### src/rtl/wdog_pkg.sv
package wdog_pkg;

    localparam int KEY_W  = 16;
    localparam int PRE_W  = 3;
    localparam int PDIV_W = 8;

    localparam logic [KEY_W-1:0] KEY_OPEN    = 16'h5555;
    localparam logic [KEY_W-1:0] KEY_REFRESH = 16'hAAAA;
    localparam logic [KEY_W-1:0] KEY_START   = 16'hCCCC;

    typedef enum logic [2:0] {
        ADR_KEY  = 3'd0,
        ADR_PRE  = 3'd1,
        ADR_RLD  = 3'd2,
        ADR_WIN  = 3'd3,
        ADR_STAT = 3'd4
    } wd_addr_e;

    typedef struct packed {
        logic start;
        logic refresh;
    } wd_cmd_t;

    // Low-bit mask of the free-running prescale counter; all ones marks a period end.
    function automatic logic [PDIV_W-1:0] pre_mask(input logic [PRE_W-1:0] code);
        logic [3:0] sh;
        sh = (code == 3'd7) ? 4'd8 : ({1'b0, code} + 4'd2);
        return PDIV_W'((9'd1 << sh) - 9'd1);
    endfunction

endpackage

### src/rtl/wdog_key_dec.sv
module wdog_key_dec
    import wdog_pkg::*;
(
    input  logic             clk,
    input  logic             rst,
    input  logic             key_wr,
    input  logic [KEY_W-1:0] key_val,
    output wd_cmd_t          cmd,
    output logic             unlocked
);

    always_comb begin
        cmd.start   = key_wr && (key_val == KEY_START);
        cmd.refresh = key_wr && (key_val == KEY_REFRESH);
    end

    always_ff @(posedge clk) begin
        if (rst)         unlocked <= 1'b0;
        else if (key_wr) unlocked <= (key_val == KEY_OPEN);
    end

endmodule

### src/rtl/wdog_cfg_slot.sv
module wdog_cfg_slot #(
    parameter int           W          = 12,
    parameter logic [W-1:0] RST_VAL    = '1,
    parameter int           SYNC_TICKS = 3
) (
    input  logic         clk,
    input  logic         rst,
    input  logic         tick,
    input  logic         wr,
    input  logic [W-1:0] wdata,
    output logic [W-1:0] shadow,
    output logic [W-1:0] active,
    output logic         busy
);

    localparam int SC_W = $clog2(SYNC_TICKS + 1);
    logic [SC_W-1:0] sc;

    always_ff @(posedge clk) begin
        if (rst) begin
            shadow <= RST_VAL;
            active <= RST_VAL;
            busy   <= 1'b0;
            sc     <= '0;
        end else if (wr) begin
            shadow <= wdata;
            busy   <= 1'b1;
            sc     <= '0;
        end else if (busy && tick) begin
            if (sc == SC_W'(SYNC_TICKS - 1)) begin
                active <= shadow;
                busy   <= 1'b0;
                sc     <= '0;
            end else begin
                sc <= sc + 1'b1;
            end
        end
    end

    // an accepted write raises the pending flag
    a_r3_flag_on_write: assert property (@(posedge clk) disable iff (rst)
        wr |=> busy);

    // the value in use moves only when a pending transfer completes
    a_r4_active_on_commit: assert property (@(posedge clk) disable iff (rst)
        !$stable(active) |-> ($past(busy) && !busy));

endmodule

### src/rtl/wdog_core.sv
module wdog_core
    import wdog_pkg::*;
#(
    parameter int CNT_W = 12
) (
    input  logic             clk,
    input  logic             rst,
    input  logic             tick,
    input  wd_cmd_t          cmd,
    input  logic [PRE_W-1:0] pre_code,
    input  logic [CNT_W-1:0] reload,
    input  logic [CNT_W-1:0] window,
    output logic [CNT_W-1:0] cnt,
    output logic             running,
    output logic             rst_req
);

    logic [PDIV_W-1:0] pcnt;
    logic [PDIV_W-1:0] mask;
    logic              step;
    logic              viol;

    always_comb begin
        mask = pre_mask(pre_code);
        step = tick && ((pcnt & mask) == mask);
        viol = cmd.refresh && running && (window != '1) && (cnt > window);
    end

    always_ff @(posedge clk) begin
        if (rst) begin
            cnt     <= '1;
            running <= 1'b0;
            pcnt    <= '0;
            rst_req <= 1'b0;
        end else begin
            rst_req <= 1'b0;
            if (!running) begin
                if (cmd.start) begin
                    running <= 1'b1;
                    cnt     <= reload;
                    pcnt    <= '0;
                end
            end else if (cmd.refresh) begin
                cnt     <= reload;
                pcnt    <= '0;
                rst_req <= viol;
            end else if (tick) begin
                pcnt <= pcnt + 1'b1;
                if (step) begin
                    if (cnt == '0) begin
                        cnt     <= reload;
                        rst_req <= 1'b1;
                    end else begin
                        cnt <= cnt - 1'b1;
                    end
                end
            end
        end
    end

    // once started the counter never stops
    a_r9_never_stops: assert property (@(posedge clk) disable iff (rst)
        running |=> running);

    // the counter holds still until started
    a_r9_idle_hold: assert property (@(posedge clk) disable iff (rst)
        (!running && !$past(running)) |-> $stable(cnt));

    // each request leaves the counter at the reload value
    a_r8_reload_on_req: assert property (@(posedge clk) disable iff (rst)
        rst_req |-> (cnt == $past(reload)));

endmodule

### src/rtl/keyed_wdog.sv
module keyed_wdog
    import wdog_pkg::*;
#(
    parameter int CNT_W      = 12,
    parameter int SYNC_TICKS = 3
) (
    input  logic             clk,
    input  logic             rst,
    input  logic             tick,
    input  logic             bus_we,
    input  logic [2:0]       bus_addr,
    input  logic [15:0]      bus_wdata,
    output logic [15:0]      bus_rdata,
    output logic             wdog_rst_req,
    output logic [CNT_W-1:0] wdog_count,
    output logic             wdog_running
);

    wd_cmd_t          cmd;
    logic             unlocked;
    logic             key_wr;
    logic             pre_wr, rld_wr, win_wr;
    logic [PRE_W-1:0] pre_sh, pre_act;
    logic [CNT_W-1:0] rld_sh, rld_act, win_sh, win_act;
    logic             pre_busy, rld_busy, win_busy;

    always_comb begin
        key_wr = bus_we && (bus_addr == ADR_KEY);
        pre_wr = bus_we && unlocked && (bus_addr == ADR_PRE);
        rld_wr = bus_we && unlocked && (bus_addr == ADR_RLD);
        win_wr = bus_we && unlocked && (bus_addr == ADR_WIN);
    end

    wdog_key_dec u_key (
        .clk      (clk),
        .rst      (rst),
        .key_wr   (key_wr),
        .key_val  (bus_wdata[KEY_W-1:0]),
        .cmd      (cmd),
        .unlocked (unlocked)
    );

    wdog_cfg_slot #(.W(PRE_W), .RST_VAL('0), .SYNC_TICKS(SYNC_TICKS)) u_pre (
        .clk(clk), .rst(rst), .tick(tick), .wr(pre_wr),
        .wdata(bus_wdata[PRE_W-1:0]),
        .shadow(pre_sh), .active(pre_act), .busy(pre_busy)
    );

    wdog_cfg_slot #(.W(CNT_W), .RST_VAL('1), .SYNC_TICKS(SYNC_TICKS)) u_rld (
        .clk(clk), .rst(rst), .tick(tick), .wr(rld_wr),
        .wdata(bus_wdata[CNT_W-1:0]),
        .shadow(rld_sh), .active(rld_act), .busy(rld_busy)
    );

    wdog_cfg_slot #(.W(CNT_W), .RST_VAL('1), .SYNC_TICKS(SYNC_TICKS)) u_win (
        .clk(clk), .rst(rst), .tick(tick), .wr(win_wr),
        .wdata(bus_wdata[CNT_W-1:0]),
        .shadow(win_sh), .active(win_act), .busy(win_busy)
    );

    wdog_core #(.CNT_W(CNT_W)) u_core (
        .clk      (clk),
        .rst      (rst),
        .tick     (tick),
        .cmd      (cmd),
        .pre_code (pre_act),
        .reload   (rld_act),
        .window   (win_act),
        .cnt      (wdog_count),
        .running  (wdog_running),
        .rst_req  (wdog_rst_req)
    );

    always_comb begin
        case (bus_addr)
            ADR_PRE:  bus_rdata = 16'(pre_sh);
            ADR_RLD:  bus_rdata = 16'(rld_sh);
            ADR_WIN:  bus_rdata = 16'(win_sh);
            ADR_STAT: bus_rdata = 16'({win_busy, rld_busy, pre_busy});
            default:  bus_rdata = 16'h0000;
        endcase
    end

    // a locked write leaves the reload shadow untouched
    a_r2_locked_hold: assert property (@(posedge clk) disable iff (rst)
        (bus_we && !unlocked && (bus_addr == ADR_RLD)) |=> $stable(rld_sh));

endmodule

### config.mk
export PLATFORM = sky130hd
export DESIGN_NAME = keyed_wdog
export DESIGN_NICKNAME = d
export VERILOG_FILES = /design/src/rtl/wdog_pkg.sv /design/src/rtl/wdog_key_dec.sv /design/src/rtl/wdog_cfg_slot.sv /design/src/rtl/wdog_core.sv /design/src/rtl/keyed_wdog.sv
export SDC_FILE = /design/constraint.sdc
export NUM_CORES = 1
export LEC_CHECK = 0
export ABC_CLOCK_PERIOD_IN_PS = 3050
export BUFFER_PORTS_ARGS = -buffer_cell sky130_fd_sc_hd__buf_2
export CORE_ASPECT_RATIO = 1.25
export CORE_MARGIN = 2
export CORE_UTILIZATION = 43
export DETAILED_ROUTE_END_ITERATION = 16
export GPL_TIMING_DRIVEN = 0
export PLACE_DENSITY = 0.63
export SLEW_MARGIN = 15
export SYNTH_ARGS = -nofsm -noshare
export SYNTH_HDL_FRONTEND = slang
export SYNTH_SLANG_ARGS = --single-unit
### constraint.sdc
create_clock -name clk -period 3.05 [get_ports clk]
set_input_delay 0.305 -clock clk [delete_from_list [all_inputs] [get_ports clk]]
set_output_delay 0.305 -clock clk [all_outputs]
set_load 0.01 [all_outputs]
# Word-level counts from Yosys, hierarchy flattened

Cells that the tools add are included.

$add $sub $neg: 7
Reduce and logical (&&, ||, !) cells: 35
Mux-type cells: 30
Bitwise gates (word level): 5
Shift operators: 1
Order comparisons: 1
Equal/unequal tests: 15

Operator list:

| cell                    | count |
|---|---|
| $mux W12                | 6 |
| $pmux W12 S4            | 1 |
| $eq A16 B16 Y1 const B  | 2 |
| $mux W8                 | 4 |
| $eq A16 B15 Y1 const B  | 1 |
| $mux W1                 | 15 |
| $logic_and A1 B1 Y1     | 14 |
| $reduce_bool A2 Y1      | 7 |
| $gt A12 B12 Y1          | 1 |
| $logic_not A12 Y1       | 1 |
| $ne A12 B12 Y1 const B  | 1 |
| $reduce_and A3 Y1       | 4 |
| $sub A12 B1 Y12 const B | 1 |
| $add A8 B1 Y8 const B   | 1 |
| $and A8 B8 Y8           | 1 |
| $eq A8 B8 Y1            | 1 |
| $reduce_and A2 Y1       | 4 |
| $reduce_or A2 Y1        | 4 |
| $shl A1 B4 Y8 const A   | 1 |
| $sub A8 B1 Y8 const B   | 1 |
| $add A2 B1 Y2 const B   | 3 |
| $eq A2 B2 Y1 const B    | 3 |
| $eq A3 B2 Y1 const B    | 2 |
| $eq A3 B3 Y1 const B    | 2 |
| 7 further kinds         | 13 |

Bits in registers: 86
Logic and storage cells: 111

# Logic depth before layout (Yosys ltp)

Depth in word-level cells: 11
Mapped depth: 11
Gate-level depth less buffers: 10

# By module

A second synthesis with hierarchy kept.

Cell total of the unflattened synthesis: 520
Area, all modules: 4923.5 sq um

Modules (own cells, without submodules):

| module                    | sequential area each (sq um) | cells an instance | area each (sq um) | times used |
|---|---|---|---|---|
| wdog_cfg_slot (u_rld ...) | 540.5                        | 95                | 1116.1            | 2 |
| wdog_core                 | 440.4                        | 229               | 1796.7            | 1 |
| wdog_cfg_slot (u_pre)     | 180.2                        | 36                | 379.1             | 1 |
| keyed_wdog                | 0.0                          | 47                | 374.1             | 1 |
| wdog_key_dec              | 20.0                         | 18                | 141.4             | 1 |

# Worst setup path before layout

Ideal clock, no wire load.

Path type: reg2reg
From: register u_pre.active[1]
To: register u_core.cnt[11]
Cell stages (with the launch flop): 12
Arrival time: 2.768 ns
Setup slack: 0.142 ns
Path buffers: 1
Data required time: 2.910 ns
Period minus slack after synthesis: 2.908 ns
Cells stage by stage: dfxtp_1 inv_1 ha_1 or4_1 ha_1 o22ai_1 nor3_1 o221ai_1 o31ai_1 and2_1 buf_2 a32oi_1

Word-level cells in the longest chain between the ends: 9
Elaborated cells on any way between the ends: 10
Those cells by class: add/sub (2); eq/ne (3); shift (1); mux (1); bitwise (1); reduce/logical (2)

Ends and longest elaborated chain:

| element                                       | line                | text |
|---|---|---|
| from (decl)                                   | wdog_cfg_slot.sv:12 | `output logic [W-1:0] active,` |
| from (signal assigned)                        | wdog_cfg_slot.sv:31 | `active <= shadow;` |
| $add A3 B2 Y4 or $eq A3 B3 Y1 (tied branches) | wdog_pkg.sv:27      | `sh = (code == 3'd7) ? 4'd8 : ({1'b0, code} + 4'd2);` |
| $mux W4 *                                     | wdog_pkg.sv:27      |  |
| $shl A1 B4 Y8 *                               | wdog_pkg.sv:28      | `return PDIV_W'((9'd1 << sh) - 9'd1);` |
| $sub A8 B1 Y8 *                               | wdog_pkg.sv:28      |  |
| $and A8 B8 Y8                                 | wdog_core.sv:25     | `step = tick && ((pcnt & mask) == mask);` |
| $eq A8 B8 Y1 *                                | wdog_core.sv:25     |  |
| $logic_and A1 B1 Y1 *                         | wdog_core.sv:25     |  |
| $ne A3 B2 Y1 (no source line) *               | -                   |  |
| $reduce_and A3 Y1 (no source line) *          | -                   |  |
| to (signal assigned)                          | wdog_core.sv:40     | `cnt <= reload;` |
| to (signal assigned)                          | wdog_core.sv:44     | `cnt <= reload;` |
| to (signal assigned)                          | wdog_core.sv:51     | `cnt <= reload;` |
| to (decl)                                     | wdog_core.sv:13     | `output logic [CNT_W-1:0] cnt,` |

Every way passes the cells marked *; elsewhere a longest branch is shown, timed or not.
A chain may end at the register's enable or synchronous reset.

# Final worst setup path

From: register u_pre.active[1]
To: register u_core.cnt[0]

Same word-level chain as after synthesis.

==> out/metrics.yaml <==
pwr_density_cell_mw_per_mm2: 456.1
finalCoreUtilization_pct: 52.28
wirelength_um: 12230
rsz0062_at_grt: "no"
p_leak_nw: 2.202
yosysSeqAreaShare_pct: 38.20
crit_buf_inv: 2
dr_wl_met3_um: 530
cts_buffers: 9
start_util_pct: 44.37
htreeDepth: 3
drive_gt1_share_pct: 16.83
finalCritPeriodShare_pct: 97.12
synth.cell_area_mm2: 0.004507
required_ns: 3.28
hpwlAfterDp_um: 9322
crit_type: "reg -> reg"
reg2reg_depth: 11
io_pins: 53
die_x_um: 95.57
gr-total-overflow: 0
synth-edff-count: 0
crit_path_end_kind: "flop"
grt_max_degree: 15
syn2layout_area_growth_pct: 17.82
crit_chain: "buf_4 -> ha_1 -> or4_1 -> ha_1 -> o22ai_1 -> nor3_1 -> o221ai_2 -> o31ai_4 -> buf_4 -> o211ai_1 -> a221o_1"
clk_pin_slew_ns: 0.06
fp-row-count: 41
async_flop_share_pct: 0
finalSetupViolations: 0
drc: 0
r2r_start: "u_pre.active[1]"
syn_inst: 531
antenna_found_initial: 0
ir_worst_vdd_v: 0.0002661
via_count: 4126
numPlacedInstances: 709
track_usage_pct: 22.11
drv_cap: 0
wl_met1_um: 5460
hold_class: "in -> reg"
cts.path.max_buffers: 2
antenna_cells: 0
final_cell_count_no_fill: 729
synth_ff_type: "dfxtp_1"
wl_per_cell_um: 16.78
yosys-top-cells-area: "dfxtp_1 38%, mux2i_1 8.7%, nand2_1 6.2%, ha_1 5.8%, o211ai_1 4.2%"
fmax_mhz: 337.6
firstDrtPassIters: 5
die_h_um: 118.5
tritoncts: "built"
design.die.area_mm2: 0.01132
syn-mean-instance-area_um2: 8.487
globalplace.congestion: 0.8944
power_mw: 2.422
status: "completed"
cp_max_fo: 9
routed.top_layer: "met4"
clockRootBuffer: "clkbuf_16"
drtIter0Drc: 160
slew_viol_final: 0
clock_latency_ns: 0.34
hold_start: "bus_wdata[4]"
finalHoldViolCount: 0
drtAntennaViolNets: 0
start_kind: "flop"
viasPerCell: 5.660
tightestPinTransition_ns: 0.8027
core_mm2: 0.01016
synth.distinct_cells: 58
yosys_register_bits: 86
crit_slowest_cell: "or4_1"
crit_family: "compound AO/OA/AOI/OAI gates"
wl_met2_um: 5974
grt_pass1_wl_um: 19420
skew_ns: 0.006361
yosysTopAreaCell: "dfxtp_1"
whs_path_depth: 3
netlist.area_leader.share_pct: 38.20
slew-limit-headroom_pct: 46.48
fill_cells: 978
min_period_ns: 2.962
portBuffers: 46
cts.sinks: 86
regToRegEndpoint: "u_core.cnt[0]"
cpPeakStageDelay_ns: 0.51
whs_endpoint: "u_win.shadow[4]"
r2r_slack_ns: 0.09
holdBufCountCts: 0
finalNetCount: 639
crit_arrival_ns: 3.19
grt_pass1_vias: 3857
yosysWarningCount: 0
repair_timing:
action,in CTS,in global routing
gates cloned,0,0
endpoints found under the hold margin,0,0
setup buffers,1,3
endpoints found under the setup margin,12,11
gates resized for setup,4,7
pin swaps,1,3
registers in the layout, summed over array words and instances (netlist names), 3 cells and up:
name and count:
u_rld.shadow 12, u_pre.shadow 3, u_win.active 12, u_pre.active 3, u_win.shadow 12, u_rld.active 12, u_core.pcnt 8, u_core.cnt 12
layer usage:
| layer | track usage (%) | up-vias |
|---|---|---|
| met5 | 0 | - |
| met4 | 8.214 | 0 |
| met3 | 3.187 | 17 |
| met2 | 36.23 | 116 |
| met1 | 29.08 | 1950 |
| li1 | - | 2043 |
cell usage in the layout, fill, tap and decap left out, types with 15 or more instances in the layout:
cell / instances
a21oi_1: 17
buf_2: 55
clkbuf_1: 19
dfxtp_1: 84
ha_1: 20
inv_1: 20
mux2i_1: 39
nand2_1: 75
nand3_1: 21
nand4_1: 15
nor2_1: 47
nor3_1: 16
o211ai_1: 25
o21ai_0: 16
metrics by stage:
step           setup WS (ns)  cell area (µm²)  setup TNS [ns]  hold WS (ns)
6_report             0.08776             5310               0        0.2201
3_3_place_gp         -0.2406             4910          -2.439        0.4656
3_5_place_dp         -0.2844             4910          -2.930        0.4805
5_1_grt              0.02128             5310               0        0.2273
2_1_floorplan         0.1422             4518               0        0.4290
4_1_cts             0.006850             5253               0        0.2113
power by group:
group,total [mW],internal (mW),switching (mW),leakage (nW)
clock,1.19,0.741,0.446,0.156
sequential,1.12,1.12,0.000000279,0.696
combinational,0.112,0.0398,0.0725,1.35
total,2.42,1.90,0.519,2.20
Yosys cell counts, types with 6 or more instances:
library cell  instances
mux2i_1              39
a32oi_1              10
a21oi_1              18
ha_1                 21
and3_1                6
dfxtp_1              86
nand4_1              15
clkbuf_1             18
nor3_1               16
nor2_1               47
buf_2                10
o21ai_0              16
and2_1                6
inv_1                20
nand2_1              75
o211ai_1             25
nand3_1              21
area by class of cell:
class / instances / area, µm² / area share [%]
clock buffers: 11 / 242.7 / 4.571
repair buffers: 50 / 260.3 / 4.901
flip-flops and latches: 86 / 1727 / 32.52
clock inverters: 5 / 81.33 / 1.532
well taps: 129 / 161.4 / 3.040
multi-input cells: 394 / 2605 / 49.06
plain buffers: 33 / 153.9 / 2.898
inverters: 21 / 78.83 / 1.484
kinds of logic after synthesis:
family / count (synthesis) / synth area share (%)
buf+inv: 54 / 5.108
compound gates: 100 / 15.55
mux: 42 / 9.411
fa+ha+maj: 21 / 5.830
simple gates: 220 / 24.57
flops: 86 / 38.20
other cells: 2 / 0.1666
xor+xnor: 6 / 1.166
worst min-delay path, stage by stage:
cell and delay, ns:
buf_2 0.11, nand2_1 0.05, nand3_1 0.07
how the worst max path moves through the flow:
stage                    startpoint             end  slack, ns  cells past startpoint
global route        u_pre.active[1]   u_core.cnt[0]       0.02                     11
detailed placement  u_pre.active[1]  u_core.cnt[10]      -0.28                     11
global placement    u_pre.active[1]  u_core.cnt[10]      -0.24                     11
CTS                 u_pre.active[1]   u_core.cnt[0]      0.007                     11
floorplan           u_pre.active[1]  u_core.cnt[11]       0.14                     11
finish              u_pre.active[1]   u_core.cnt[0]       0.09                     11
Power figures use the tool's default switching activity.
